**src/rtl/gpio_pair_pkg.sv**
```systemverilog
package gpio_pair_pkg;

    localparam int unsigned BANK_PINS   = 16;
    localparam int unsigned BANK_COUNT  = 2;
    localparam int unsigned GPIO_W      = BANK_PINS * BANK_COUNT;
    localparam int unsigned ADDR_W      = 8;
    localparam int unsigned SYNC_STAGES = 2;

    localparam logic [GPIO_W-1:0] ID_VALUE = 32'h4750_0102;

    localparam logic [ADDR_W-1:0] OFS_ID  = 8'h00;
    localparam logic [ADDR_W-1:0] OFS_DIR = 8'h10;
    localparam logic [ADDR_W-1:0] OFS_OUT = 8'h14;
    localparam logic [ADDR_W-1:0] OFS_SET = 8'h18;
    localparam logic [ADDR_W-1:0] OFS_CLR = 8'h1C;
    localparam logic [ADDR_W-1:0] OFS_IN  = 8'h20;

    typedef enum logic [2:0] {
        SEL_NONE = 3'd0,
        SEL_ID   = 3'd1,
        SEL_DIR  = 3'd2,
        SEL_OUT  = 3'd3,
        SEL_SET  = 3'd4,
        SEL_CLR  = 3'd5,
        SEL_IN   = 3'd6
    } reg_sel_e;

endpackage

```
**src/rtl/gpio_in_sync.sv**
```systemverilog
module gpio_in_sync
    import gpio_pair_pkg::*;
#(
    parameter int unsigned WIDTH  = GPIO_W,
    parameter int unsigned STAGES = SYNC_STAGES
) (
    input  logic             clk,
    input  logic             rst_n,
    input  logic [WIDTH-1:0] async_in,
    output logic [WIDTH-1:0] sync_out
);

    logic [WIDTH-1:0] stage_q [STAGES];

    always_ff @(posedge clk) begin
        if (!rst_n) begin
            stage_q[0] <= '0;
        end else begin
            stage_q[0] <= async_in;
        end
    end

    for (genvar s = 1; s < STAGES; s++) begin : g_chain
        always_ff @(posedge clk) begin
            if (!rst_n) begin
                stage_q[s] <= '0;
            end else begin
                stage_q[s] <= stage_q[s-1];
            end
        end
    end

    assign sync_out = stage_q[STAGES-1];

endmodule

```
**src/rtl/gpio_addr_decode.sv**
```systemverilog
module gpio_addr_decode
    import gpio_pair_pkg::*;
(
    input  logic [ADDR_W-1:0] addr,
    output reg_sel_e          sel
);

    always_comb begin
        unique case (addr)
            OFS_ID:  sel = SEL_ID;
            OFS_DIR: sel = SEL_DIR;
            OFS_OUT: sel = SEL_OUT;
            OFS_SET: sel = SEL_SET;
            OFS_CLR: sel = SEL_CLR;
            OFS_IN:  sel = SEL_IN;
            default: sel = SEL_NONE;
        endcase
    end

endmodule

```
**src/rtl/gpio_out_regs.sv**
```systemverilog
module gpio_out_regs
    import gpio_pair_pkg::*;
#(
    parameter int unsigned WIDTH = GPIO_W
) (
    input  logic             clk,
    input  logic             rst_n,
    input  logic             dir_we,
    input  logic             out_we,
    input  logic             set_en,
    input  logic             clr_en,
    input  logic [WIDTH-1:0] wdata,
    output logic [WIDTH-1:0] dir_q,
    output logic [WIDTH-1:0] out_q
);

    logic [WIDTH-1:0] set_mask;
    logic [WIDTH-1:0] clr_mask;

    always_comb begin
        set_mask = set_en ? wdata : '0;
        clr_mask = clr_en ? wdata : '0;
    end

    always_ff @(posedge clk) begin
        if (!rst_n) begin
            dir_q <= '1;
        end else if (dir_we) begin
            dir_q <= wdata;
        end
    end

    // clear is applied last so it dominates a coincident set
    always_ff @(posedge clk) begin
        if (!rst_n) begin
            out_q <= '0;
        end else if (out_we) begin
            out_q <= wdata;
        end else begin
            out_q <= (out_q | set_mask) & ~clr_mask;
        end
    end

    a_r4_set: assert property (@(posedge clk) disable iff (!rst_n)
        (set_en && !clr_en && !out_we) |=> ((out_q & $past(wdata)) == $past(wdata)));

    a_r5_clr: assert property (@(posedge clk) disable iff (!rst_n)
        (clr_en && !out_we) |=> ((out_q & $past(wdata)) == '0));

    a_r4_keep: assert property (@(posedge clk) disable iff (!rst_n)
        ((set_en || clr_en) && !out_we)
        |=> (((out_q ^ $past(out_q)) & ~$past(wdata)) == '0));

    a_r2_dir_hold: assert property (@(posedge clk) disable iff (!rst_n)
        !dir_we |=> $stable(dir_q));

endmodule

```
**src/rtl/gpio_pair_ctrl.sv**
```systemverilog
module gpio_pair_ctrl
    import gpio_pair_pkg::*;
(
    input  logic              clk,
    input  logic              rst_n,
    input  logic [ADDR_W-1:0] bus_addr,
    input  logic [GPIO_W-1:0] bus_wdata,
    input  logic              bus_wr,
    input  logic              bus_rd,
    output logic [GPIO_W-1:0] bus_rdata,
    input  logic [GPIO_W-1:0] pin_in,
    output logic [GPIO_W-1:0] pin_oe,
    output logic [GPIO_W-1:0] pin_out
);

    reg_sel_e          sel;
    logic [GPIO_W-1:0] dir_q;
    logic [GPIO_W-1:0] out_q;
    logic [GPIO_W-1:0] in_sync;
    logic [GPIO_W-1:0] rd_mux;

    gpio_addr_decode u_decode (
        .addr (bus_addr),
        .sel  (sel)
    );

    gpio_out_regs #(.WIDTH(GPIO_W)) u_out (
        .clk    (clk),
        .rst_n  (rst_n),
        .dir_we (bus_wr && (sel == SEL_DIR)),
        .out_we (bus_wr && (sel == SEL_OUT)),
        .set_en (bus_wr && (sel == SEL_SET)),
        .clr_en (bus_wr && (sel == SEL_CLR)),
        .wdata  (bus_wdata),
        .dir_q  (dir_q),
        .out_q  (out_q)
    );

    gpio_in_sync #(.WIDTH(GPIO_W), .STAGES(SYNC_STAGES)) u_sync (
        .clk      (clk),
        .rst_n    (rst_n),
        .async_in (pin_in),
        .sync_out (in_sync)
    );

    always_comb begin
        unique case (sel)
            SEL_ID:                    rd_mux = ID_VALUE;
            SEL_DIR:                   rd_mux = dir_q;
            SEL_OUT, SEL_SET, SEL_CLR: rd_mux = out_q;
            SEL_IN:                    rd_mux = in_sync;
            default:                   rd_mux = '0;
        endcase
    end

    always_ff @(posedge clk) begin
        if (!rst_n) begin
            bus_rdata <= '0;
        end else if (bus_rd) begin
            bus_rdata <= rd_mux;
        end
    end

    assign pin_oe  = ~dir_q;
    assign pin_out = out_q;

    a_r9_unmapped_zero: assert property (@(posedge clk) disable iff (!rst_n)
        (bus_rd && (sel == SEL_NONE)) |=> (bus_rdata == '0));

    a_r8_id_read: assert property (@(posedge clk) disable iff (!rst_n)
        (bus_rd && (sel == SEL_ID)) |=> (bus_rdata == ID_VALUE));

    a_r10_hold: assert property (@(posedge clk) disable iff (!rst_n)
        !bus_rd |=> $stable(bus_rdata));

    a_r9_no_write: assert property (@(posedge clk) disable iff (!rst_n)
        (bus_wr && ((sel == SEL_NONE) || (sel == SEL_IN) || (sel == SEL_ID)))
        |=> ($stable(pin_out) && $stable(pin_oe)));

    a_r6_set_read: assert property (@(posedge clk) disable iff (!rst_n)
        (bus_rd && !bus_wr && ((sel == SEL_SET) || (sel == SEL_CLR)))
        |=> (bus_rdata == pin_out));

endmodule

```
**config.mk**
```make
export PLATFORM = sky130hd
export DESIGN_NAME = gpio_pair_ctrl
export DESIGN_NICKNAME = d
export VERILOG_FILES = /design/src/rtl/gpio_pair_pkg.sv /design/src/rtl/gpio_in_sync.sv /design/src/rtl/gpio_addr_decode.sv /design/src/rtl/gpio_out_regs.sv /design/src/rtl/gpio_pair_ctrl.sv
export SDC_FILE = /design/constraint.sdc
export NUM_CORES = 1
export LEC_CHECK = 0
export BUFFER_PORTS_ARGS = -buffer_cell sky130_fd_sc_hd__buf_2
export CORE_UTILIZATION = 50
export CTS_CLUSTER_DIAMETER = 50
export DETAILED_ROUTE_END_ITERATION = 10
export PLACE_DENSITY = 0.77
export SLEW_MARGIN = 5
export SYNTH_ARGS = -nofsm -noshare
export SYNTH_HDL_FRONTEND = slang
export SYNTH_HIERARCHICAL = 1
export SYNTH_SLANG_ARGS = --single-unit
```
**constraint.sdc**
```tcl
create_clock -name clk -period 2.8 [get_ports clk]
set_clock_uncertainty 0.15 [all_clocks]
set_input_delay 0.28 -clock clk [delete_from_list [all_inputs] [get_ports clk]]
set_output_delay 0.28 -clock clk [all_outputs]
set_load 0.03 [all_outputs]
```
==> flow_summary.yaml <==
outcome:
  status: "complete, no violations"
global_route:
  grt_pass1_wl_um: 28600
  grt_max_degree: 95
  grt.total_usage_pct: 24.9
  antenna_found_initial: 1
  grt_pass1_vias: 5696
  overflow: 0
logic_synthesis:
  synth-edff-count: 0
  synth_top_family_by_area: "compound AO/OA/AOI/OAI gates"
  yosysWarnings: 6
  yosys.area_share.simple_pct: 17.8
  synth.yosys.seq_area_share_pct: 44.2
  syn-cell-area_sq_um: 7250
  synth_ff_type: "dfxtp_1"
  synth_cell_types: 43
  synth_mux_area_share_pct: 9.34
  syn_nets: 759
  syn_inst: 683
  synth_xor_area_share_pct: 0
  avgSynthCellArea_sq_um: 10.6
  ys_async_sr_fraction_pct: 0
  synth_compound_area_share_pct: 20.4
  synth_fa_ha_area_share_pct: 0
  ys_ff_latch: 160
critical_path:
  crit_path_end_kind: "register"
  ff2ff_setup_slack_ps: 1470
  worstPathMaxFanout: 24
  required_ps: 2990
  start_kind: "primary input"
  r2r_cells: 3
  critPathKind: "in2reg"
  arrival_ps: 2680
placed_design:
  hpwl_um: 11000
  port_buffers: 171
  gp_congestion: 0.738
  place_worst_setup_slack_ps: -50.0
worst_hold_path:
  hp-class: "in2reg"
  hold_depth: 3
drt:
  drt_wl_total_um: 18400
  first_pass_iters: 6
  drcViolationCount: 0
  viasPerCell: 5.44
  vias: 5928
  drt_iter0_drc: 586
  wl_per_cell_um: 16.9
  antenna_left: 0
clock_tree:
  cts_tree: "done"
  clock_latency_ps: 420
  path_clk_slew_ps: 60
  clockRootBuffer: "clkbuf_16"
  cts_sinks: 160
  cts_inserted_buffers: 17
  clockBufferDepth: 2
  cts-htree-levels: 4
timing:
  worst_slew_pin_slew_ps: 1170
  grt_setup_unrepaired: "no"
  clock.fmax_ghz: 0.401
  setup_ws_ps: 308
  setup_viol: 0
  whs_ps: 33.9
  hold_viol_final: 0
  finalCritPeriodShare_pct: 89.0
  drv_slew: 0
  finalCriticalPeriod_ps: 2490
  relSlewSlack_pct: 21.6
  fin_setup_tns_ps: 0
pwr:
  power_density_nw_per_um2: 536
  total_leakage_power_nw: 4.46
  peakVddDrop_mv: 0.412
floorplan:
  ios: 172
  core_area_sq_um: 14000
  die_x_um: 122
  die_h_um: 122
  start_util_pct: 51.8
  rows: 43
  dieArea_sq_um: 15000
finish:
  fin_nets: 972
  final_common_cell: "buf_2"
  layout-drive-gt1-share_pct: 39.0
  final_cell_mix: "buf_2, dfxtp_1, and2_2"
  synthToLayoutAreaGrowth_pct: 30.4
flow_run:
  cap_violations: 0
==> report_power, final <==
part           total [W]  internal [W]  leakage [nW]  switching, W
combinational   0.000310      0.000168          2.85      0.000142
clock            0.00242       0.00152         0.304      0.000907
sequential       0.00234       0.00233          1.31     0.0000139
==> critical path: stages <==
cell and delay, ps:
buf_2 100, or4_4 580, a211oi_4 310, nor2b_2 990
a222oi_1 220, o21ai_1 190
==> sequential cells by signal, indices dropped and copies added, names as in the netlist <==
signal	cells
bus_rdata	32
u_out/dir_q	32
u_out/out_q	32
u_sync/stage_q	64
==> routing by layer <==
layer	global-route usage (%)	wire length, um
met1	31.2	7960
met2	41.7	9000
met3	4.93	1030
met4	10.2	375
met5	0	0
==> final cells by class <==
type / instances / area, sq um
diodes: 1 / 2.50
clock buffers: 22 / 494
clock inverters: 9 / 129
fillers: 1055 / 4530
inverters: 40 / 150
multi-input cells: 422 / 3510
flip-flops and latches: 160 / 3200
well taps: 180 / 225
repair buffers: 255 / 1750
==> kinds of logic (layout without fill, tap and decap cells) <==
| group | Yosys count | count (layout) |
|---|---|---|
| multiplexers | 56 | 56 |
| buffers and inverters | 101 | 326 |
| AO/OA/AOI/OAI | 156 | 156 |
| other | 0 | 1 |
| flip-flops | 160 | 160 |
| AND/OR/NAND/NOR | 210 | 210 |
==> per-stage QoR <==
stage	area [sq um]	total power, W	util [%]	std cells
5_1_grt	9460	0.00523	67.6	1089
3_3_place_gp	8200	0.00263	58.6	994
2_1_floorplan	7250	0.00252	-	683
6_report	9460	0.00507	67.6	1089
4_1_cts	9460	0.00510	67.6	1088
3_5_place_dp	8200	0.00263	58.6	994
==> path summary, 6_finish.rpt <==
kind | start | to
min reg2reg | u_sync/stage_q[0][30] | u_sync/stage_q[1][30]
max | bus_addr[1] | bus_rdata[4]
min | bus_wdata[21] | u_out/dir_q[21]
max reg2reg | u_out/out_q[16] | bus_rdata[16]
==> synth_stat cells, types with 9 or more instances <==
| master | n | area share (%) |
|---|---|---|
| o21ai_1 | 32 | 2.2 |
| nor2b_1 | 60 | 5.2 |
| a2bb2oi_2 | 30 | 6.2 |
| buf_2 | 18 | 1.2 |
| mux2_4 | 23 | 4.8 |
| o221a_1 | 30 | 4.7 |
| buf_6 | 16 | 2.5 |
| mux2i_1 | 32 | 4.4 |
| a222oi_1 | 23 | 3.2 |
| nand2_1 | 59 | 3.1 |
| and2_2 | 64 | 6.6 |
| a21oi_1 | 9 | 0.62 |
| clkbuf_1 | 13 | 0.67 |
| dfxtp_1 | 160 | 44 |
| inv_1 | 40 | 2.1 |
==> repair_timing <==
item	CTS	global route
gates resized for setup	0	0
hold endpoints to repair	75	0
setup buffers	0	0
endpoints found under the setup margin	0	0
hold buffers	63	0
Note: power is estimated with default switching activity, not from simulation.
